[src/rtl/tod_pkg.sv]
`timescale 1ns/1ps
package tod_pkg;

  localparam int BYTE_W = 8;

  typedef enum logic [1:0] {
    F_TENTHS = 2'd0,
    F_SEC    = 2'd1,
    F_MIN    = 2'd2,
    F_HOUR   = 2'd3
  } tod_field_e;

  typedef struct packed {
    logic       pm;
    logic [4:0] hr;
    logic [6:0] mn;
    logic [6:0] sc;
    logic [3:0] tn;
  } tod_time_t;

  // {carry, next tenths}
  function automatic logic [4:0] tenth_step(logic [3:0] v);
    logic [4:0] s;
    s = {1'b0, v} + 5'd1;
    if (s > 5'd9) return 5'b1_0000;
    return s;
  endfunction

  // {carry, next value} for a 00..59 BCD field
  function automatic logic [7:0] sexa_step(logic [6:0] v);
    logic [4:0] lo;
    logic [3:0] hi;
    lo = {1'b0, v[3:0]} + 5'd1;
    hi = {1'b0, v[6:4]};
    if (lo > 5'd9) begin
      lo = 5'd0;
      hi = hi + 4'd1;
    end
    if (hi > 4'd5) return 8'h80;
    return {1'b0, hi[2:0], lo[3:0]};
  endfunction

  // {pm, hour} after one hour step, 12-hour wrap at 0x11
  function automatic logic [5:0] hour_step(logic pm, logic [4:0] h);
    logic [4:0] lo;
    logic [1:0] hi;
    logic [5:0] f;
    lo = {1'b0, h[3:0]} + 5'd1;
    hi = {1'b0, h[4]};
    if (lo > 5'd9) begin
      lo = 5'd0;
      hi = hi + 2'd1;
    end
    f = {hi, lo[3:0]};
    if (f > 6'h11) return {~pm, 5'd0};
    return {pm, f[4:0]};
  endfunction

  function automatic tod_time_t tod_advance(tod_time_t t);
    tod_time_t  r;
    logic [4:0] ts;
    logic [7:0] ss;
    logic [7:0] ms;
    logic [5:0] hs;
    r  = t;
    ts = tenth_step(t.tn);
    r.tn = ts[3:0];
    if (ts[4]) begin
      ss = sexa_step(t.sc);
      r.sc = ss[6:0];
      if (ss[7]) begin
        ms = sexa_step(t.mn);
        r.mn = ms[6:0];
        if (ms[7]) begin
          hs = hour_step(t.pm, t.hr);
          r.pm = hs[5];
          r.hr = hs[4:0];
        end
      end
    end
    return r;
  endfunction

  function automatic tod_time_t tod_apply_write(tod_time_t t, tod_field_e f,
                                                logic [BYTE_W-1:0] d);
    tod_time_t r;
    r = t;
    case (f)
      F_TENTHS: r.tn = d[3:0];
      F_SEC:    r.sc = d[6:0];
      F_MIN:    r.mn = d[6:0];
      default: begin
        r.hr = d[4:0];
        r.pm = d[7];
      end
    endcase
    return r;
  endfunction

  function automatic logic [BYTE_W-1:0] tod_field_byte(tod_time_t t, tod_field_e f);
    case (f)
      F_TENTHS: return {4'd0, t.tn};
      F_SEC:    return {1'b0, t.sc};
      F_MIN:    return {1'b0, t.mn};
      default:  return {t.pm, 2'b00, t.hr};
    endcase
  endfunction

endpackage

[src/rtl/tod_tick_prescaler.sv]
`timescale 1ns/1ps
module tod_tick_prescaler #(
  parameter int SYNC_STAGES = 2,
  parameter int DIV_FAST    = 5,
  parameter int DIV_SLOW    = 6
) (
  input  logic clk,
  input  logic rst_n,
  input  logic tick_in,
  input  logic rate_sel,
  output logic tick_rise,
  output logic tenth_adv
);
  localparam int DIV_MAX = (DIV_FAST > DIV_SLOW) ? DIV_FAST : DIV_SLOW;
  localparam int CNT_W   = (DIV_MAX > 2) ? $clog2(DIV_MAX) : 1;

  logic [SYNC_STAGES-1:0] sync_q;
  logic                   prev_q;
  logic [CNT_W-1:0]       pre_q;
  logic [CNT_W-1:0]       reload;

  generate
    if (SYNC_STAGES == 1) begin : g_sync_one
      always_ff @(posedge clk or negedge rst_n) begin
        if (!rst_n) sync_q <= '0;
        else        sync_q <= tick_in;
      end
    end else begin : g_sync_chain
      always_ff @(posedge clk or negedge rst_n) begin
        if (!rst_n) sync_q <= '0;
        else        sync_q <= {sync_q[SYNC_STAGES-2:0], tick_in};
      end
    end
  endgenerate

  always_ff @(posedge clk or negedge rst_n) begin
    if (!rst_n) prev_q <= 1'b0;
    else        prev_q <= sync_q[SYNC_STAGES-1];
  end

  assign tick_rise = sync_q[SYNC_STAGES-1] & ~prev_q;
  assign reload    = rate_sel ? CNT_W'(DIV_FAST - 1) : CNT_W'(DIV_SLOW - 1);
  assign tenth_adv = tick_rise && (pre_q == '0);

  always_ff @(posedge clk or negedge rst_n) begin
    if (!rst_n)              pre_q <= '0;
    else if (tick_rise) begin
      if (pre_q == '0)       pre_q <= reload;
      else                   pre_q <= pre_q - 1'b1;
    end
  end


  rise_single_chk: assert property (@(posedge clk) disable iff (!rst_n)
    tick_rise |=> !tick_rise);


  pre_hold_chk: assert property (@(posedge clk) disable iff (!rst_n)
    !tick_rise |=> $stable(pre_q));


  pre_reload_chk: assert property (@(posedge clk) disable iff (!rst_n)
    tenth_adv |=> (pre_q == $past(reload)));

endmodule

[src/rtl/tod_time_counter.sv]
`timescale 1ns/1ps
module tod_time_counter
  import tod_pkg::*;
(
  input  logic              clk,
  input  logic              rst_n,
  input  logic              tenth_adv,
  input  logic              wr_time,
  input  tod_field_e        wr_field,
  input  logic [BYTE_W-1:0] wr_data,
  output tod_time_t         time_q,
  output tod_time_t         time_nx
);
  tod_time_t stepped;

  // named carry events for the checks below
  logic tn_wrap, sc_wrap, mn_wrap, hr_wrap;
  assign tn_wrap = tenth_adv && !wr_time && (time_q.tn == 4'd9);
  assign sc_wrap = tn_wrap && (time_q.sc == 7'h59);
  assign mn_wrap = sc_wrap && (time_q.mn == 7'h59);
  assign hr_wrap = mn_wrap && (time_q.hr == 5'h11);

  always_comb begin
    stepped = tenth_adv ? tod_advance(time_q) : time_q;
    time_nx = wr_time ? tod_apply_write(stepped, wr_field, wr_data) : stepped;
  end

  always_ff @(posedge clk or negedge rst_n) begin
    if (!rst_n) time_q <= '0;
    else        time_q <= time_nx;
  end


  tenth_wrap_chk: assert property (@(posedge clk) disable iff (!rst_n)
    tn_wrap |=> (time_q.tn == 4'd0));


  sec_wrap_chk: assert property (@(posedge clk) disable iff (!rst_n)
    sc_wrap |=> (time_q.sc == 7'h00));


  min_wrap_chk: assert property (@(posedge clk) disable iff (!rst_n)
    mn_wrap |=> (time_q.mn == 7'h00));


  hour_wrap_chk: assert property (@(posedge clk) disable iff (!rst_n)
    hr_wrap |=> ((time_q.hr == 5'h00) && (time_q.pm != $past(time_q.pm))));


  time_hold_chk: assert property (@(posedge clk) disable iff (!rst_n)
    (!tenth_adv && !wr_time) |=> $stable(time_q));

endmodule

[src/rtl/tod_alarm_unit.sv]
`timescale 1ns/1ps
module tod_alarm_unit
  import tod_pkg::*;
(
  input  logic              clk,
  input  logic              rst_n,
  input  logic              wr_alarm,
  input  tod_field_e        wr_field,
  input  logic [BYTE_W-1:0] wr_data,
  input  logic              upd,
  input  tod_time_t         time_nx,
  input  tod_time_t         time_q,
  output logic              alarm_pulse
);
  tod_time_t alarm_q;
  logic      hit;

  assign hit = upd && (time_nx == alarm_q);

  always_ff @(posedge clk or negedge rst_n) begin
    if (!rst_n) begin
      alarm_q     <= '0;
      alarm_pulse <= 1'b0;
    end else begin
      alarm_pulse <= hit;
      if (wr_alarm) alarm_q <= tod_apply_write(alarm_q, wr_field, wr_data);
    end
  end


  pulse_cause_chk: assert property (@(posedge clk) disable iff (!rst_n)
    alarm_pulse |-> $past(upd));


  pulse_match_chk: assert property (@(posedge clk) disable iff (!rst_n)
    (alarm_pulse && !$past(wr_alarm)) |-> (time_q == alarm_q));

endmodule

[src/rtl/tod_readout.sv]
`timescale 1ns/1ps
module tod_readout
  import tod_pkg::*;
(
  input  logic              clk,
  input  logic              rst_n,
  input  logic              rd_en,
  input  tod_field_e        rd_field,
  input  tod_time_t         time_q,
  output logic [BYTE_W-1:0] rdata
);
  tod_time_t snap_q;
  logic      frozen_q;
  logic      freeze_req, thaw_req;

  assign freeze_req = rd_en && (rd_field == F_HOUR) && !frozen_q;
  assign thaw_req   = rd_en && (rd_field == F_TENTHS) && frozen_q;

  always_ff @(posedge clk or negedge rst_n) begin
    if (!rst_n) begin
      frozen_q <= 1'b0;
      snap_q   <= '0;
    end else if (freeze_req) begin
      frozen_q <= 1'b1;
      snap_q   <= time_q;
    end else if (thaw_req) begin
      frozen_q <= 1'b0;
    end
  end

  assign rdata = tod_field_byte(frozen_q ? snap_q : time_q, rd_field);


  freeze_take_chk: assert property (@(posedge clk) disable iff (!rst_n)
    freeze_req |=> (frozen_q && (snap_q == $past(time_q))));


  snap_hold_chk: assert property (@(posedge clk) disable iff (!rst_n)
    (frozen_q && !thaw_req) |=> (frozen_q && $stable(snap_q)));


  thaw_chk: assert property (@(posedge clk) disable iff (!rst_n)
    thaw_req |=> !frozen_q);

endmodule

[src/rtl/tod_clock.sv]
`timescale 1ns/1ps
module tod_clock
  import tod_pkg::*;
#(
  parameter int SYNC_STAGES = 2,
  parameter int DIV_FAST    = 5,
  parameter int DIV_SLOW    = 6
) (
  input  logic       clk,
  input  logic       rst_n,
  input  logic       tick_in,
  input  logic       rate_sel,
  input  logic       alarm_mode,
  input  logic       wr_en,
  input  logic       rd_en,
  input  logic [1:0] addr,
  input  logic [7:0] wdata,
  output logic [7:0] rdata,
  output logic       alarm_pulse
);
  logic       tick_rise;
  logic       tenth_adv;
  logic       wr_time, wr_alarm;
  tod_field_e field;
  tod_time_t  time_q, time_nx;

  assign field    = tod_field_e'(addr);
  assign wr_time  = wr_en && !alarm_mode;
  assign wr_alarm = wr_en && alarm_mode;

  tod_tick_prescaler #(
    .SYNC_STAGES (SYNC_STAGES),
    .DIV_FAST    (DIV_FAST),
    .DIV_SLOW    (DIV_SLOW)
  ) u_pre (
    .clk       (clk),
    .rst_n     (rst_n),
    .tick_in   (tick_in),
    .rate_sel  (rate_sel),
    .tick_rise (tick_rise),
    .tenth_adv (tenth_adv)
  );

  tod_time_counter u_cnt (
    .clk       (clk),
    .rst_n     (rst_n),
    .tenth_adv (tenth_adv),
    .wr_time   (wr_time),
    .wr_field  (field),
    .wr_data   (wdata),
    .time_q    (time_q),
    .time_nx   (time_nx)
  );

  tod_alarm_unit u_alm (
    .clk         (clk),
    .rst_n       (rst_n),
    .wr_alarm    (wr_alarm),
    .wr_field    (field),
    .wr_data     (wdata),
    .upd         (tenth_adv),
    .time_nx     (time_nx),
    .time_q      (time_q),
    .alarm_pulse (alarm_pulse)
  );

  tod_readout u_rd (
    .clk      (clk),
    .rst_n    (rst_n),
    .rd_en    (rd_en),
    .rd_field (field),
    .time_q   (time_q),
    .rdata    (rdata)
  );


  adv_needs_rise_chk: assert property (@(posedge clk) disable iff (!rst_n)
    tenth_adv |-> tick_rise);

endmodule

[config.mk]
export PLATFORM = sky130hd
export DESIGN_NAME = tod_clock
export DESIGN_NICKNAME = d
export VERILOG_FILES = /design/src/rtl/tod_pkg.sv /design/src/rtl/tod_tick_prescaler.sv /design/src/rtl/tod_time_counter.sv /design/src/rtl/tod_alarm_unit.sv /design/src/rtl/tod_readout.sv /design/src/rtl/tod_clock.sv
export SDC_FILE = /design/constraint.sdc
export NUM_CORES = 1
export LEC_CHECK = 0
export BUFFER_PORTS_ARGS = -buffer_cell sky130_fd_sc_hd__buf_2
export CORE_MARGIN = 8
export CORE_UTILIZATION = 45
export DETAILED_ROUTE_END_ITERATION = 7
export HOLD_SLACK_MARGIN = 0.1
export PLACE_DENSITY = 0.71
export SKIP_CTS_REPAIR_TIMING = 1
export SYNTH_ARGS = -nofsm -noshare
export SYNTH_HDL_FRONTEND = slang
export SYNTH_SLANG_ARGS = --single-unit
[constraint.sdc]
create_clock -name clk -period 4.5 [get_ports clk]
set_clock_uncertainty 0.1 [all_clocks]
set_input_delay 0.45 -clock clk [delete_from_list [all_inputs] [get_ports clk]]
set_output_delay 0.45 -clock clk [all_outputs]
set_load 0.02 [all_outputs]
After elaboration in Yosys (flattened, before gate mapping)
Index checks and enable logic that the tools add are counted.
- add/sub/neg operators: 8
- $lt $le $gt $ge: 7
- eq/ne operators: 4
- muxes and demuxes: 51
- bitwise gates (word level): 4
- reductions and logical operators: 18
- operator list (kind ; count):
    24-bit two-way mux ; 3
    8-bit two-way mux ; 7
    4-bit two-way mux ; 12
    24-bit == test ; 1
    6-bit two-way mux ; 4
    8-bit one-hot mux with 3 select lines ; 1
    4-bit by 1-bit adder with 5-bit output, second input constant ; 4
    5-bit by 4-bit > comparator with 1-bit output, second input constant ; 4
    20-bit two-way mux ; 1
    7-bit two-way mux ; 2
    1-bit two-way mux ; 13
    13-bit two-way mux ; 1
    5-bit two-way mux ; 2
    3-bit by 1-bit adder with 4-bit output, second input constant ; 2
    4-bit by 3-bit > comparator with 1-bit output, second input constant ; 2
    1-bit logical AND ; 8
    2-bit two-way mux ; 4
    2-bit AND reduction ; 4
    6-bit by 5-bit > comparator with 1-bit output, second input constant ; 1
    2-bit == test, second input constant ; 2
    3-bit logical NOT ; 1
    3-bit two-way mux ; 1
    1-bit inverter ; 3
    3-bit OR reduction ; 1
    7 further kinds ; 8
- bits in registers: 80
- bits of input ports: 17
- output and inout bits: 9

Depth between registers and ports, before layout
Gate-level depths: netlist of the first run.
- word-level depth: 36
- mapped depth: 16
- depth with buffers taken out: 16

Cells and area by module
A second synthesis of the first run with hierarchy kept.
- cells, all modules: 440
- area total of the unflattened synthesis: 4864.7 um2
- by module, submodules not included (module ; instances ; cells an instance ; area an instance (um2) ; sequential area each (um2)):
    tod_time_counter ; 1 ; 245 ; 2001.9 ; 600.6
    tod_readout ; 1 ; 88 ; 1391.3 ; 625.6
    tod_alarm_unit ; 1 ; 86 ; 1197.4 ; 625.6
    tod_tick_prescaler ; 1 ; 19 ; 257.7 ; 150.1
    tod_clock ; 1 ; 2 ; 16.3 ; 0.0

Worst setup path after synthesis of the first run
Ideal clock, no wire load.
- kind: register to register
- start point: register u_cnt.time_q[18] (netlist name)
- end point: register u_alm.alarm_pulse
- library setup time: 0.101 ns
- arrival time: 3.359 ns
- path slack: 0.940 ns
- stages on the path, launching flop included: 12
- path buffers: 0
- clock period less this slack: 3.560 ns
- path through: dfrtp_1 inv_1 ha_1 nand2b_1 a221oi_1 nor2_1 ha_1 or4b_2 o211ai_1 mux2i_1 or4_1 nor4_1
- word-level cells in the longest chain between the ends: 20
- elaborated cells on any way between the ends: 24
- those cells by class: add/sub (1); order compare (2); eq/ne (1); mux (19); reduce/logical (1)
- ends and longest elaborated chain (what ; line ; source):
    4-bit by 1-bit adder with 5-bit output ; tod_pkg.sv:48 ; lo = {1'b0, h[3:0]} + 5'd1;
    5-bit by 4-bit > comparator with 1-bit output ; tod_pkg.sv:50 ; if (lo > 5'd9) begin
    4-bit two-way mux / 2-bit two-way mux (equally long branches) ; tod_pkg.sv:50 ;
    4-bit two-way mux / 2-bit two-way mux (equally long branches) ; tod_pkg.sv:74 ; if (ms[7]) begin
    4-bit two-way mux / 2-bit two-way mux (equally long branches) ; tod_pkg.sv:71 ; if (ss[7]) begin
    4-bit two-way mux / 2-bit two-way mux (equally long branches) ; tod_pkg.sv:68 ; if (ts[4]) begin
    6-bit by 5-bit > comparator with 1-bit output ; tod_pkg.sv:55 ; if (f > 6'h11) return {~pm, 5'd0};
    1-bit two-way mux ; tod_pkg.sv:55 ;
    [5 not listed] ; - ;
    13-bit two-way mux ; tod_pkg.sv:71 ;
    20-bit two-way mux ; tod_pkg.sv:68 ;
    24-bit two-way mux * ; tod_time_counter.sv:24 ; stepped = tenth_adv ? tod_advance(time_q) : time_q;
    6-bit two-way mux ; tod_pkg.sv:88 ; case (f)
    24-bit two-way mux * ; tod_time_counter.sv:25 ; time_nx = wr_time ? tod_apply_write(stepped, wr_field, wr_data) : stepped;
    24-bit == test * ; tod_alarm_unit.sv:18 ; assign hit = upd && (time_nx == alarm_q);
    1-bit logical AND * ; tod_alarm_unit.sv:18 ;
    named net u_alm.hit ; tod_alarm_unit.sv:16 ; logic hit;
    to (signal assigned) ; tod_alarm_unit.sv:25 ; alarm_pulse <= hit;
    to (decl) ; tod_alarm_unit.sv:13 ; output logic alarm_pulse
The timed path passes the listed nets; every way through them passes the cells marked *. The select of a mux whose other input is x is not followed.
A chain may end at the register's enable or synchronous reset.

Final worst setup path of the first run
- start point: register u_cnt.time_q[18] (netlist name)
- end point: register u_alm.alarm_pulse
- word-level cells in the longest chain between the ends: 20
- elaborated cells on any way between the ends: 24
- those cells by class: add/sub (1); order compare (2); eq/ne (1); mux (19); reduce/logical (1)
- ends and longest elaborated chain (what ; line):
    4-bit by 1-bit adder with 5-bit output ; tod_pkg.sv:48
    5-bit by 4-bit > comparator with 1-bit output ; tod_pkg.sv:50
    4-bit two-way mux / 2-bit two-way mux (equally long branches) ; tod_pkg.sv:50
    4-bit two-way mux / 2-bit two-way mux (equally long branches) ; tod_pkg.sv:74
    4-bit two-way mux / 2-bit two-way mux (equally long branches) ; tod_pkg.sv:71
    4-bit two-way mux / 2-bit two-way mux (equally long branches) ; tod_pkg.sv:68
    6-bit by 5-bit > comparator with 1-bit output ; tod_pkg.sv:55
    1-bit two-way mux ; tod_pkg.sv:55
    [5 not listed] ; -
    13-bit two-way mux ; tod_pkg.sv:71
    20-bit two-way mux ; tod_pkg.sv:68
    24-bit two-way mux * ; tod_time_counter.sv:24
    6-bit two-way mux ; tod_pkg.sv:88
    24-bit two-way mux * ; tod_time_counter.sv:25
    24-bit == test * ; tod_alarm_unit.sv:18
    1-bit logical AND * ; tod_alarm_unit.sv:18
    named net u_alm.hit ; tod_alarm_unit.sv:16
Marked as above.

==> results of run 1 <==
[sequential cells by signal, summed over array words and instances (netlist names)]
register and count:
u_rd.snap_q 24, u_pre.sync_q 2, u_pre.pre_q 3, u_alm.alarm_q 24, u_cnt.time_q 24, u_pre.prev_q 1, u_rd.frozen_q 1, u_alm.alarm_pulse 1
[worst max-delay path by stage]
stage,endpoint
after floorplan,u_alm.alarm_pulse$_DFF_PN0_
after global placement,u_alm.alarm_pulse$_DFF_PN0_
after detailed placement,u_alm.alarm_pulse$_DFF_PN0_
after CTS,u_alm.alarm_pulse$_DFF_PN0_
after global routing,u_alm.alarm_pulse$_DFF_PN0_
final,u_alm.alarm_pulse$_DFF_PN0_
[metal layers]
metal / part of all wire / up-vias / GRT usage
li1: - / 2260 / -
met1: 0.44 / 2413 / 0.280
met2: 0.45 / 191 / 0.324
met3: 0.082 / 27 / 0.0433
met4: 0.024 / 0 / 0.0896
met5: 0 / - / 0
[report_power, final]
part           internal, W  leakage, nW  switching, W
clock network     0.000560        0.169      0.000316
logic             0.000825         1.45       0.00112
registers         0.000966        0.951      0.000390
total              0.00235         2.57       0.00183
[placed cells by master (no fill, tap or decap), types with 11 or more instances in the layout]
cell type  netlist  routed
nor2_1          39      39
buf_2            4      24
nand2b_1        15      15
o21ai_0         41      41
ha_1            12      12
nor3_1          18      18
a31oi_1         12      12
mux2_2          45      45
mux2i_1         14      14
nand3_1         14      14
nand4_1         11      11
inv_1           18      18
dfrtp_1         80      80
xor2_1          20      20
nand2_1         62      62
a21oi_1         24      24
[metrics by stage]
stage          worst slack [ns]  cells  total power, W
2_1_floorplan             0.940    604         0.00266
3_3_place_gp              0.701    765         0.00319
3_5_place_dp              0.375    765         0.00327
4_1_cts                   0.405    781         0.00415
5_1_grt                  0.0671    782         0.00445
6_report                  0.430    782         0.00418
[area by class of cell]
type / instances / area (um2) / area share
inverter: 18 / 67.6 / 0.0109
clock buffer: 10 / 239 / 0.0387
clock inverter: 6 / 115 / 0.0186
tap: 168 / 210 / 0.0340
timing repair buffer: 33 / 190 / 0.0308
multi-input combinational: 467 / 3360 / 0.543
sequential: 80 / 2000 / 0.324
[logic make-up (layout without fill, tap and decap cells)]
| logic type | count (synthesis) | count (layout) | synth area share |
|---|---|---|---|
| and+or+nand+nor | 218 | 218 | 0.207 |
| muxes | 68 | 68 | 0.151 |
| DFF | 80 | 80 | 0.360 |
| adders and majority gates | 12 | 12 | 0.0270 |
| AOI/OAI and AO/OA | 141 | 141 | 0.172 |
| xor gates and xnor gates | 28 | 28 | 0.0441 |
| buffers and inverters | 57 | 67 | 0.0393 |
==> results.txt, run 1 <==
Mapped Area: 5570 um2
First-pass GRT wire length: 26300 um
Vias/cell: 6.25
Clk sink count: 80
Synth cell types: 66
Final setup TNS: 0 ns
P&R area growth vs syn: 11.1%
Ys Warns: 0
Max Cap Violations: 0
Core area: 12100 um2
H-tree levels: 3
Area share of the largest cell type after synthesis: 0.360
CP required: 4.66 ns
Initial antenna violation count: 0
Ys flop type: dfrtp_1
Peak supply drop: 0.253 mV
CP Capture Type: flop
CP Cell Sequence: inv_1 > ha_1 > nand2b_1 > a221oi_1 > nor2_1 > ha_1 > nand2b_1 > a21oi_1 > nor2_1 > nor3_1 > mux2_2 > mux2i_1 > nor4bb_1 > nand4_1 > nor4_1
Clock Path Buffers: 2
Seq cells post-synth: 80
1st-iter DRT viols: 576
Initial Util: 0.461
Critical path depth in cells: 15
Max-slew violations: 0
Most common cell in the netlist: dfrtp_1
Max Fanout on Critical Path: 10
DR pass1 iterations: 5
Hold Vio Cnt, Final: 0
WP buf/inv: 1
Overflow after GRT: 0
Fillers: 1102
Antenna fix cells: 0
Slowest-stage cell, CP: dfrtp_1
Max stage delay on crit path: 0.55 ns
RSZ-0062 raised after global routing: false
Final wirelength: 16400 um
Post-route ant nets: 0
Post-synth top cells: 80 x dfrtp_1, 62 x nand2_1, 45 x mux2_2, 41 x o21ai_0, 39 x nor2_1
Largest net degree at the start of global routing: 81
R2r startpoint: u_cnt.time_q[18]$_DFF_PN0_
Number of global-route vias before repair: 4746
Tcrit/Tclk final: 0.904
Worst hold path class: primary input to async pin
Count of final setup violators: 0
Post-DP HPWL: 12300 um
Pwr dens: 676 nW/um2
Asr flop ratio synth: 1.00
R2R depth: 15
Peak Freq: 0.246 GHz
Critical path launch point: u_cnt.time_q[18]$_DFF_PN0_
CTS buffer count: 9
Relative slew margins: 0.294
CTS tree: built
Area leader, netlist: dfrtp_1
Crit path arrival time: 4.23 ns
Final Wtd Congestion: 0.960
I/O Pins: 26
PortBufs: 25
Avg Cell Area, Syn: 9.21 um2
Area of the die: 16200 um2
Leak: 2.57 nW
Slew @ Worst Pin: 1.06 ns
Sequential area share after synthesis: 0.360
Root Driver: clkbuf_16
Die width: 127 um
Final hold slack: 0.144 ns
Share of layout cells above drive strength 1: 0.186
Clk_lat worst skew: 0.36 ns
Detailed-route DRC error count: 0
Crit path kind: flop to flop
Cell family with most CP delay: simple AND/OR/NAND/NOR gates
Fin crit period: 4.07 ns
Fin util: 0.512
Worst R2R Setup Slack: 0.43 ns
DR WL/cell: 21.0 um
Clk pin slew, worst setup/hold paths: 0.06 ns
Outcome: complete, no violations
Cells after synthesis: 604
Fin nets: 638
FF-to-FF End: u_alm.alarm_pulse$_DFF_PN0_
CP Launch Type: flop
FP Rows: 40
Finished layout cell area: 6180 um2
Post-Syn Nets: 633
Routed via count: 4891
Die Height: 127 um
All-Layer GR Usage: 0.210
Area contributors post-synth: dfrtp_1 36%, mux2_2 9.1%, nand2_1 4.2%
EDFF count, synth: 0
DP Area: 5810 um2
No activity file was read; power rests on OpenSTA's default activity.
==> run 2: changes to the inputs <==
RECOVER_POWER = 50   (was unset)
==> run 2 against run 1 <==
The flow now finishes with violations (capacitance limit, slew limit). Clock-buffer cell count unchanged. Final area about the same. Sequential cell count unchanged. Fmax about the same. Utilization about the same. Register-to-register slack about the same. Combinational power about the same. Power about the same. Largest cell class unchanged. Largest power group unchanged. Highest routed layer unchanged.
==> results.txt, run 2 (synthesized netlist as in run 1, its figures left out) <==
Outcome: complete, but fails checks
Failing checks: capacitance limit, slew limit
Worst hold path class: flop to flop
FF-to-FF End: u_alm.alarm_pulse$_DFF_PN0_
Clock Path Buffers: 2
All-Layer GR Usage: 0.210
Root Driver: clkbuf_16
Final setup TNS: 0 ns
RSZ-0062 raised after global routing: false
R2R depth: 15
Antenna fix cells: 0
Count of final setup violators: 0
Peak Freq: 0.246 GHz
Reg power frac: 0.324
Area of the die: 16200 um2
Setup WS post-layout: 0.428 ns
Die Height: 127 um
Slew @ Worst Pin: 2.06 ns
Switching pwr: 0.00183 W
P&R area growth vs syn: 11.0%
Combinational share of power: 0.466
Post-DP HPWL: 12300 um
Hold depth: 0
Fin crit period: 4.07 ns
Largest net degree at the start of global routing: 81
Detailed-route DRC error count: 0
Multi-input gate area: 3360 um2
Clk_lat worst skew: 0.36 ns
Registers with the most flip-flops: u_alm.alarm_q (24), u_cnt.time_q (24), u_rd.snap_q (24)
Fillers: 1103
Crit path arrival time: 4.23 ns
Pwr dens: 676 nW/um2
Routed via count: 4900
Relative slew margins: -0.374
First-pass GRT wire length: 26300 um
Worst R2R Setup Slack: 0.43 ns
Fin nets: 638
CP Capture Type: flop
FF/Latch Area: 2000 um2
Critical Path End: u_alm.alarm_pulse$_DFF_PN0_
Hold Vio Cnt, Final: 0
1st-iter DRT viols: 576
Core area: 12100 um2
Post-route ant nets: 0
Hold Path Origin: u_pre.sync_q[0]$_DFF_PN0_
Most frequent cells in the layout: 80 x dfrtp_1, 62 x nand2_1, 45 x mux2_2
Final Wtd Congestion: 0.960
FP Rows: 40
CTS tree: built
Initial antenna violation count: 0
R2r startpoint: u_cnt.time_q[18]$_DFF_PN0_
Max Cap Violations: 1
Tcrit/Tclk final: 0.905
Leak: 2.57 nW
CTS buffer count: 9
Sw Ratio: 0.437
CP Launch Type: flop
Vias/cell: 6.27
Int Power: 0.00235 W
Initial Util: 0.461
Peak supply drop: 0.253 mV
Commonest non-fill, non-tap cell in the layout: dfrtp_1
Crit path kind: flop to flop
Clk pin slew, worst setup/hold paths: 0.06 ns
Clock power share: 0.210
Share of layout cells above drive strength 1: 0.186
PortBufs: 25
Final wirelength: 16400 um
Max Fanout on Critical Path: 10
Place WS: 0.375 ns
DR WL/cell: 21.0 um
Critical path launch point: u_cnt.time_q[18]$_DFF_PN0_
Overflow after GRT: 0
Overall Power: 0.00418 W
Die width: 127 um
CP required: 4.66 ns
Clk sink count: 80
H-tree levels: 3
DR pass1 iterations: 5
Max-slew violations: 81
I/O Pins: 26
Number of global-route vias before repair: 4746
run 2: stage by stage:
stage	util	area [um2]	hold WS (ns)	instances
after floorplan	-	5570	0.0544	604
after global placement	0.482	5810	0.232	765
after detailed placement	0.482	5810	0.236	765
after CTS	0.511	6160	0.0916	781
after global routing	0.512	6180	0.252	782
final	0.512	6180	0.248	782
run 2: worst min path at each step:
stage               slack, ns                     endpoint
floorplan                0.05  u_alm.alarm_pulse$_DFF_PN0_
global placement         0.23    u_pre.sync_q[1]$_DFF_PN0_
detailed placement       0.24    u_pre.sync_q[1]$_DFF_PN0_
CTS                      0.09    u_pre.sync_q[0]$_DFF_PN0_
global route             0.25    u_pre.sync_q[1]$_DFF_PN0_
finish                   0.25    u_pre.sync_q[1]$_DFF_PN0_
run 2: power by group through the flow:
stage / clock (W) / sequential (W) / combinational (W)
after CTS: 0.000889 / 0.00134 / 0.00192
after global placement: 0 / 0.00133 / 0.00186
final: 0.000876 / 0.00136 / 0.00195
after global routing: 0.000916 / 0.00139 / 0.00214
after floorplan: 0 / 0.00114 / 0.00152
after detailed placement: 0 / 0.00136 / 0.00191
run 2: worst max-delay path: stages, from the launching register on:
cell and delay (ns):
dfrtp_1 0.55, inv_1 0.11, ha_1 0.37, nand2b_1 0.16, a221oi_1 0.41, nor2_1 0.11
ha_1 0.35, nand2b_1 0.07, a21oi_1 0.17, nor2_1 0.09, nor3_1 0.33, mux2_2 0.39
mux2i_1 0.13, nor4bb_1 0.25, nand4_1 0.12, nor4_1 0.28
run 2: per-layer routing:
layer	global-route usage	vias to the layer above	part of all wire
met5	0	-	0
met4	0.0896	0	0.023
met3	0.0433	25	0.081
met2	0.324	204	0.45
met1	0.280	2410	0.45
li1	-	2261	-
run 2: layout make-up:
cell class / instances / area share
clock inverters: 6 / 0.0186
inverters: 18 / 0.0109
flip-flops and latches: 80 / 0.324
well taps: 168 / 0.0340
multi-input cells: 467 / 0.543
clock buffers: 10 / 0.0387
repair buffers: 33 / 0.0304
==> run 3: changes to the inputs <==
CELL_PAD_IN_SITES_DETAIL_PLACEMENT = 1   (was unset)
CELL_PAD_IN_SITES_GLOBAL_PLACEMENT = 1   (was unset)
CTS_BUF_LIST = sky130_fd_sc_hd__clkbuf_16   (was unset)
PLACE_DENSITY = 0.86   (was 0.71)
==> run 3 against run 2 <==
Worst hold slack better by 0.0042 ns. Critical path type unchanged. Non-clock buffer count stayed put. Cell count stayed put. Via count is 1.8% higher. Sequential share of layout area is 0.27 points higher. Global-route usage is 1.6 points higher. Sequential cell count stayed put. Largest cell class unchanged. Fmax is 1.3% lower. Largest power group unchanged. The run still ends with capacitance limit, slew limit left.
==> results.txt, run 3 (synthesized netlist as in run 1, its figures left out) <==
Outcome: complete, but fails checks
Failing checks: capacitance limit, slew limit
Final Wtd Congestion: 0.932
P&R area growth vs syn: 10.1%
Count of final setup violators: 0
Max stage delay on crit path: 0.59 ns
Clk sink count: 80
Largest net degree at the start of global routing: 81
DR pass1 iterations: 5
I/O Pins: 26
Max Fanout on Critical Path: 14
CTS buffer count: 9
Crit path kind: flop to flop
Fin nets: 638
Routed via count: 4989
Overflow after GRT: 0
DR WL/cell: 23.0 um
Most frequent cells in the layout: 80 x dfrtp_1, 62 x nand2_1, 45 x mux2_2
Clk pin slew, worst setup/hold paths: 0.07 ns
PortBufs: 25
Tcrit/Tclk final: 0.917
H-tree levels: 3
Detailed-route DRC error count: 0
Antenna fix cells: 0
Commonest non-fill, non-tap cell in the layout: dfrtp_1
Initial Util: 0.461
Leak: 2.55 nW
Peak supply drop: 0.305 mV
Area of the die: 16200 um2
Relative slew margins: -0.415
Root Driver: clkbuf_16
Pwr dens: 672 nW/um2
Post-route ant nets: 0
Die Height: 127 um
Hold Vio Cnt, Final: 0
Core area: 12100 um2
Number of global-route vias before repair: 5176
CP required: 4.65 ns
Max Cap Violations: 1
Max-slew violations: 81
Worst hold path class: flop to flop
All-Layer GR Usage: 0.226
Die width: 127 um
CP Capture Type: flop
Fin util: 0.508
Vias/cell: 6.38
Overall Power: 0.00411 W
FP Rows: 40
Post-DP HPWL: 13300 um
Initial antenna violation count: 0
RSZ-0062 raised after global routing: false
First-pass GRT wire length: 28500 um
1st-iter DRT viols: 392
Slew @ Worst Pin: 2.12 ns
Final setup TNS: 0 ns
Clk_lat worst skew: 0.35 ns
CTS tree: built
Fin crit period: 4.12 ns
Share of layout cells above drive strength 1: 0.186
CP Launch Type: flop
Fillers: 1400
Crit path arrival time: 4.27 ns
Registers with the most flip-flops: u_alm.alarm_q (24), u_cnt.time_q (24), u_rd.snap_q (24)
Peak Freq: 0.242 GHz
CP Cell Sequence: inv_1 > ha_1 > nor2b_1 > o22a_1 > or3_1 > a211oi_4 > nand2b_1 > o211ai_1 > mux2i_1 > or4_1 > nor4_1
Slowest-stage cell, CP: or3_1
Clock Path Buffers: 2
Final wirelength: 18000 um
## run 3: cell count changes in the layout (fill, tap and decap cells not counted), sizes merged
cell    delta
clkinv     +4
clkbuf     -1
bufinv     -2
inv        -1
## run 3: metrics by stage
stage	area (um2)	hold slack [ns]	setup slack, ns	instances
2_1_floorplan	5570	0.0544	0.940	604
3_3_place_gp	5810	0.232	0.690	765
3_5_place_dp	5810	0.236	0.361	765
4_1_cts	6110	0.0997	0.350	781
5_1_grt	6130	0.272	0.126	782
6_report	6130	0.252	0.375	782
## run 3: where the power goes
part           internal (W)  leakage, nW  total [W]  switching (W)
Sequential         0.000966        0.951    0.00136       0.000393
Combinational      0.000825         1.45    0.00201        0.00118
Clock              0.000430        0.143   0.000749       0.000319
## run 3: area by class of cell
| type | count | area, um2 | area share |
|---|---|---|---|
| multi-input combinational | 467 | 3360 | 0.549 |
| sequential | 80 | 2000 | 0.327 |
| clock buffer | 9 | 225 | 0.0368 |
| tap | 168 | 210 | 0.0343 |
| timing repair buffer | 33 | 188 | 0.0306 |
| clock inverter | 7 | 72.6 | 0.0118 |
| inverter | 18 | 67.6 | 0.0110 |
## run 3: final timing paths
path,end,slack [ns],start,cells after the start
max in group asynchronous,u_cnt.time_q[9]$_DFF_PN0_,2.42,rst_n,1
max reg2reg,u_alm.alarm_pulse$_DFF_PN0_,0.38,u_cnt.time_q[0]$_DFF_PN0_,11
max,u_alm.alarm_pulse$_DFF_PN0_,0.38,u_cnt.time_q[0]$_DFF_PN0_,11
min reg2reg,u_pre.sync_q[1]$_DFF_PN0_,0.25,u_pre.sync_q[0]$_DFF_PN0_,0
min,u_pre.sync_q[1]$_DFF_PN0_,0.25,u_pre.sync_q[0]$_DFF_PN0_,0
min in group asynchronous,u_rd.snap_q[10]$_DFFE_PN0P_,0.57,rst_n,1
## run 3: routing by layer
metal | global-route usage | routed length (um) | up-vias | share of wire
met4 | 0.113 | 648 | 0 | 0.036
met3 | 0.0345 | 971 | 45 | 0.054
met2 | 0.360 | 8410 | 163 | 0.47
met5 | 0 | 0 | - | 0
met1 | 0.294 | 7940 | 2528 | 0.44
li1 | - | - | 2253 | -
## run 3: critical path: cells and delay by family, from the launching register on
kind,cells,cell delay (ns)
fa+ha+maj,1,0.33
mux,1,0.10
simple gates,5,1.78
buf+inv,1,0.12
flops,1,0.49
compound gates,3,1.09
